===== config.mk =====
export PLATFORM = sky130hd
export DESIGN_NAME = scan_timing_gen
export DESIGN_NICKNAME = d
export VERILOG_FILES = /design/src/rtl/scan_timing_pkg.sv /design/src/rtl/scan_timing_ctrl.sv /design/src/rtl/scan_timing_datapath.sv /design/src/rtl/scan_timing_gen.sv
export SDC_FILE = /design/constraint.sdc
export NUM_CORES = 1
export LEC_CHECK = 0
export ABC_AREA = 1
export ABC_CLOCK_PERIOD_IN_PS = 1450
export BUFFER_PORTS_ARGS = -buffer_cell sky130_fd_sc_hd__buf_2
export CAP_MARGIN = 0
export CORE_MARGIN = 2
export CORE_UTILIZATION = 25
export DETAILED_ROUTE_END_ITERATION = 10
export SETUP_SLACK_MARGIN = 0.05
export SLEW_MARGIN = 10
export SYNTH_ARGS = -nofsm -noshare
export SYNTH_HDL_FRONTEND = slang
export SYNTH_SLANG_ARGS = --single-unit

===== constraint.sdc =====
create_clock -name clk -period 1.45 [get_ports clk]
set_input_delay 0.145 -clock clk [delete_from_list [all_inputs] [get_ports clk]]
set_output_delay 0.145 -clock clk [all_outputs]
set_load 0.01 [all_outputs]

===== src/rtl/scan_timing_pkg.sv =====
`timescale 1ns/1ps
package scan_timing_pkg;

  typedef enum logic {
    PH_ACTIVE = 1'b0,
    PH_BLANK  = 1'b1
  } phase_t;

  // Strobes from the dot sequencer to the line datapath, one cycle each.
  typedef struct packed {
    logic blankStart;   // next edge enters the blank phase
    logic lineEnd;      // next edge ends the blank phase and the line
    logic activeFirst;  // current cycle is the first active cycle
  } timing_strobe_t;

  localparam int TRIG_W   = 8;
  localparam int STATUS_W = 16;

endpackage


===== src/rtl/scan_timing_ctrl.sv =====
`timescale 1ns/1ps
module scan_timing_ctrl
  import scan_timing_pkg::*;
#(
  parameter int ACTIVE_CYCLES = 960,
  parameter int BLANK_CYCLES  = 272
) (
  input  logic           clk,
  input  logic           rst_n,
  output timing_strobe_t strobe
);

  localparam int DOT_MAX = (ACTIVE_CYCLES > BLANK_CYCLES) ? ACTIVE_CYCLES : BLANK_CYCLES;
  localparam int DOT_W   = (DOT_MAX > 1) ? $clog2(DOT_MAX) : 1;
  localparam logic [DOT_W-1:0] ACTIVE_LAST = DOT_W'(ACTIVE_CYCLES - 1);
  localparam logic [DOT_W-1:0] BLANK_LAST  = DOT_W'(BLANK_CYCLES - 1);

  phase_t           phase;
  logic [DOT_W-1:0] dotCnt;
  logic             phaseDone;

  always_comb begin
    phaseDone = (phase == PH_ACTIVE) ? (dotCnt == ACTIVE_LAST)
                                     : (dotCnt == BLANK_LAST);
  end

  always_ff @(posedge clk or negedge rst_n) begin
    if (!rst_n) begin
      phase  <= PH_ACTIVE;
      dotCnt <= '0;
    end else if (phaseDone) begin
      phase  <= (phase == PH_ACTIVE) ? PH_BLANK : PH_ACTIVE;
      dotCnt <= '0;
    end else begin
      dotCnt <= dotCnt + 1'b1;
    end
  end

  always_comb begin
    strobe.blankStart  = phaseDone && (phase == PH_ACTIVE);
    strobe.lineEnd     = phaseDone && (phase == PH_BLANK);
    strobe.activeFirst = (phase == PH_ACTIVE) && (dotCnt == '0);
  end

endmodule


===== src/rtl/scan_timing_datapath.sv =====
`timescale 1ns/1ps
module scan_timing_datapath
  import scan_timing_pkg::*;
#(
  parameter int VISIBLE_LINES = 160,
  parameter int TOTAL_LINES   = 228,
  parameter int LINE_W        = $clog2(TOTAL_LINES)
) (
  input  logic              clk,
  input  logic              rst_n,
  input  timing_strobe_t    strobe,
  input  logic              wrEn,
  input  logic [TRIG_W-1:0] wrTrigger,
  input  logic              wrVblankEn,
  input  logic              wrHblankEn,
  input  logic              wrMatchEn,
  output logic [LINE_W-1:0] lineNum,
  output logic [TRIG_W-1:0] trigger,
  output logic              vblankEn,
  output logic              hblankEn,
  output logic              matchEn,
  output logic              hblank,
  output logic              vblank,
  output logic              match,
  output logic              hIrq,
  output logic              vIrq,
  output logic              mIrq,
  output logic              drawStart
);

  localparam logic [LINE_W-1:0] LAST_LINE  = LINE_W'(TOTAL_LINES - 1);
  localparam logic [LINE_W-1:0] VBL_LINE   = LINE_W'(VISIBLE_LINES);

  logic [LINE_W-1:0] nextLine;
  logic              nextHit;

  always_comb begin
    nextLine = (lineNum == LAST_LINE) ? '0 : lineNum + 1'b1;
    nextHit  = (TRIG_W'(nextLine) == trigger);
  end

  // Control fields written by software.
  always_ff @(posedge clk or negedge rst_n) begin
    if (!rst_n) begin
      trigger  <= '0;
      vblankEn <= 1'b0;
      hblankEn <= 1'b0;
      matchEn  <= 1'b0;
    end else if (wrEn) begin
      trigger  <= wrTrigger;
      vblankEn <= wrVblankEn;
      hblankEn <= wrHblankEn;
      matchEn  <= wrMatchEn;
    end
  end

  // Line counter, status flags and interrupt pulses.
  always_ff @(posedge clk or negedge rst_n) begin
    if (!rst_n) begin
      lineNum <= '0;
      hblank  <= 1'b0;
      vblank  <= 1'b0;
      match   <= 1'b0;
      hIrq    <= 1'b0;
      vIrq    <= 1'b0;
      mIrq    <= 1'b0;
    end else begin
      hIrq <= 1'b0;
      vIrq <= 1'b0;
      mIrq <= 1'b0;
      if (strobe.blankStart) begin
        hblank <= 1'b1;
        hIrq   <= hblankEn;
      end
      if (strobe.lineEnd) begin
        hblank  <= 1'b0;
        lineNum <= nextLine;
        match   <= nextHit;
        mIrq    <= nextHit && matchEn;
        if (nextLine == VBL_LINE) begin
          vblank <= 1'b1;
          vIrq   <= vblankEn;
        end
        if (nextLine == LAST_LINE) begin
          vblank <= 1'b0;
        end
      end
    end
  end

  always_comb begin
    drawStart = strobe.activeFirst && (lineNum < VBL_LINE);
  end

endmodule


===== src/rtl/scan_timing_gen.sv =====
`timescale 1ns/1ps
module scan_timing_gen
  import scan_timing_pkg::*;
#(
  parameter int ACTIVE_CYCLES = 960,
  parameter int BLANK_CYCLES  = 272,
  parameter int VISIBLE_LINES = 160,
  parameter int TOTAL_LINES   = 228,
  localparam int LINE_W       = $clog2(TOTAL_LINES)
) (
  input  logic              clk,
  input  logic              rst_n,
  input  logic              ctrlWrEn,
  input  logic [15:0]       ctrlWrData,
  output logic [15:0]       statusReg,
  output logic [LINE_W-1:0] scanLine,
  output logic              hblankFlag,
  output logic              vblankFlag,
  output logic              matchFlag,
  output logic              hblankIrq,
  output logic              vblankIrq,
  output logic              matchIrq,
  output logic              drawLineStrobe
);

  timing_strobe_t    strobe;
  logic [TRIG_W-1:0] trigger;
  logic              vblankEn;
  logic              hblankEn;
  logic              matchEn;
  logic              ctrlUnused;

  assign ctrlUnused = ^{ctrlWrData[7:6], ctrlWrData[2:0]};

  scan_timing_ctrl #(
    .ACTIVE_CYCLES(ACTIVE_CYCLES),
    .BLANK_CYCLES (BLANK_CYCLES)
  ) ctrl_i (
    .clk   (clk),
    .rst_n (rst_n),
    .strobe(strobe)
  );

  scan_timing_datapath #(
    .VISIBLE_LINES(VISIBLE_LINES),
    .TOTAL_LINES  (TOTAL_LINES),
    .LINE_W       (LINE_W)
  ) dp_i (
    .clk       (clk),
    .rst_n     (rst_n),
    .strobe    (strobe),
    .wrEn      (ctrlWrEn),
    .wrTrigger (ctrlWrData[15:8]),
    .wrVblankEn(ctrlWrData[3]),
    .wrHblankEn(ctrlWrData[4]),
    .wrMatchEn (ctrlWrData[5]),
    .lineNum   (scanLine),
    .trigger   (trigger),
    .vblankEn  (vblankEn),
    .hblankEn  (hblankEn),
    .matchEn   (matchEn),
    .hblank    (hblankFlag),
    .vblank    (vblankFlag),
    .match     (matchFlag),
    .hIrq      (hblankIrq),
    .vIrq      (vblankIrq),
    .mIrq      (matchIrq),
    .drawStart (drawLineStrobe)
  );

  assign statusReg = {trigger, 2'b00, matchEn, hblankEn, vblankEn,
                      matchFlag, hblankFlag, vblankFlag};

endmodule


==> out/metrics.cfg <==
[status]
status = finished, violations left
violations = negative setup slack

[worst_setup_path]
startpoint_type = register
critPathKind = register to output port
path_delay_family = flip-flops
crit_chain = inv_4 > buf_4 > nand2_4 > nor4_4 > buf_2
path_buf_inv = 3
crit_required_ns = 1.31
end_kind = output port
slowest_delay_ns = 0.50
worstPathMaxFanout = 8
worst-r2r-setup-slack_ns = -0.13
slowest_stage = dfrtp_2
crit_arrival_ns = 1.44

[layout]
diodes = 0
top_regs = ctrl_i.dotCnt: 10 flops, dp_i.lineNum: 8 flops, dp_i.trigger: 8 flops
layout.cells.non_filler = 467
regMostFlops = ctrl_i.dotCnt
area_growth_pct = 60.95
fin_nets = 384
largest_reg_flops = 10
drive_gt1_share_pct = 56.35
fin_util_pct = 40.79
fill_cells = 817
finalInstanceArea_um2 = 3301

[die]
die_height_um = 94.57
initial_core_util_pct = 25.34
die-area_um2 = 8943
rows = 33
die_w_um = 94.57
core_region_area_um2 = 8093
io_pins = 50

[synthesis]
yosysWarnings = 0
yosys-top-cells-area = dfrtp_1 44%, nand2_1 11%, inv_1 6.6%, nor2_1 4.6%, nand3_1 3.7%
postSynthCellCount = 256
synth_largest_area_cell = dfrtp_1
ys_ff_latch = 36
synth_most_common_cell = nand2_1
synthDistinctLibCells = 35
synth.top_cell.area_share_pct = 43.93
syn_area_um2 = 2051
synth_edf_count = 0
synth.avg_cell_area_um2 = 8.011
yosysSeqAreaShare_pct = 43.93
synth_flop_cell = dfrtp_1
synthTopCellsByCount = 59 x nand2_1, 36 x dfrtp_1, 36 x inv_1
async_flop_share_pct = 100.0

[clock_network]
clk_path_buf_depth = 2
cts_buffers = 5
clkLatencyLatePin_ns = 0.29
cts.sinks = 36
cts_tree = yes
clockRootBuffer = clkbuf_8
clkTransAtPathRegs_ns = 0.07
htree_levels = 2

[routing]
antenna_left = 0
drc = 0
viasPerCell = 4.441
dr_total_vias = 2074
wl_per_cell_um = 12.76
drt-total-wl_um = 5958
drt_first_pass_iters = 4
drt_iter0_markers = 75

[timing]
timing.hold.ws_ns = 0.06236
fmax_mhz = 629.7
grt_setup_unrepaired = true
maxSlewViolCount = 0
worst_slack_ns = -0.1381
fin_crit_sh_pct = 109.5
finalSetupViolCount = 13
finClkSkew_ns = 0.01147
min_period_ns = 1.588
hold_violations = 0

[global_route]
overflow = 0
grt_pass1_vias = 1972
grt_util_all_layers_pct = 13.39
antenna_found_initial = 0
grt_max_degree = 20
grt_pass1_wl_um = 9446

[place]
io_buffers = 42
place_area_um2 = 2710
placed_cells = 437
place_congestion = 0.8369
pre_cts_slack_ns = -0.1353
dp_hpwl_um = 4010

[hold_path]
hold_path.class = primary input to register

[power_and_ir_drop]
p_per_area_nw_per_um2 = 593.5
irDropWorstVdd_v = 0.0003904
p_leak_uw = 0.001665

[flow_run]
drv_cap = 0

layout make-up:
| type | count | area [µm²] | share of cell area, % |
|---|---|---|---|
| multi-input combinational | 171 | 1274 | 38.59 |
| sequential | 36 | 908.4 | 27.52 |
| timing repair buffer | 108 | 738.2 | 22.37 |
| inverter | 39 | 156.4 | 4.738 |
| tap | 105 | 131.4 | 3.980 |
| clock buffer | 6 | 82.58 | 2.502 |
| clock inverter | 2 | 10.01 | 0.3033 |
final timing paths:
path | startpoint | to | cells past startpoint
max | ctrl_i.phase | drawLineStrobe | 5
min | ctrlWrData[10] | dp_i.trigger[2] | 3
max reg2reg | dp_i.lineNum[3] | dp_i.mIrq | 11
min reg2reg | dp_i.vblankEn | dp_i.vIrq | 2
max in group asynchronous | rst_n | dp_i.lineNum[4] | 3
min in group asynchronous | rst_n | dp_i.lineNum[0] | 2
worst min-delay path: stages:
cell,delay (ns)
buf_2,0.07
nand2_1,0.04
o21ai_0,0.05
cell families after synthesis:
group	share of synthesized area, %
DFF	43.93
and+or+nand+nor	28.98
AOI/OAI and AO/OA	9.031
other	0.1829
adders and majority gates	2.441
buffers and inverters	10.80
muxes	1.647
xor gates and xnor gates	2.990
per-layer routing:
| layer | track usage (%) | routed length, µm | vias up |
|---|---|---|---|
| met5 | 0 | 0 | - |
| met1 | 18.06 | 2623 | 984 |
| met3 | 2.155 | 209 | 12 |
| met4 | 5.193 | 120 | 0 |
| met2 | 21.55 | 3005 | 56 |
| li1 | - | - | 1022 |
cell usage in the layout, fill, tap and decap left out, drive strengths merged:
cell type,instances
inv,39
clkbuf,6
ha,4
nand2,61
nand4,4
a31oi,1
nor3,5
nor3b,1
conb,2
a21oi,8
clkinv,2
buf,107
and3,1
nor2,30
dfrtp,36
dlygate4sd3,1
nor4,2
xor2,3
nand3b,1
o31ai,1
o21ai,20
o21a,1
a2111oi,1
xnor2,4
mux2,3
nand3,18
power breakdown:
| part | internal [µW] | switching [µW] |
|---|---|---|
| Clock | 379 | 371 |
| Combinational | 64.1 | 90.3 |
| Sequential | 1030 | 22.2 |
timing repair:
action,CTS,global route
setup buffers,15,6
hold endpoints to repair,10,0
setup endpoints to repair,16,24
hold buffers,1,0
resized for setup,35,51
pin swaps,9,18
through the flow:
| step | setup TNS [ns] | total power, µW |
|---|---|---|
| 2_1_floorplan | -0.009693 | 1157 |
| 4_1_cts | -0.5556 | 2002 |
| 3_3_place_gp | -0.7995 | 1226 |
| 3_5_place_dp | -0.9783 | 1228 |
| 6_report | -1.111 | 1959 |
| 5_1_grt | -2.859 | 2051 |
Power figures use the tool's default switching activity.
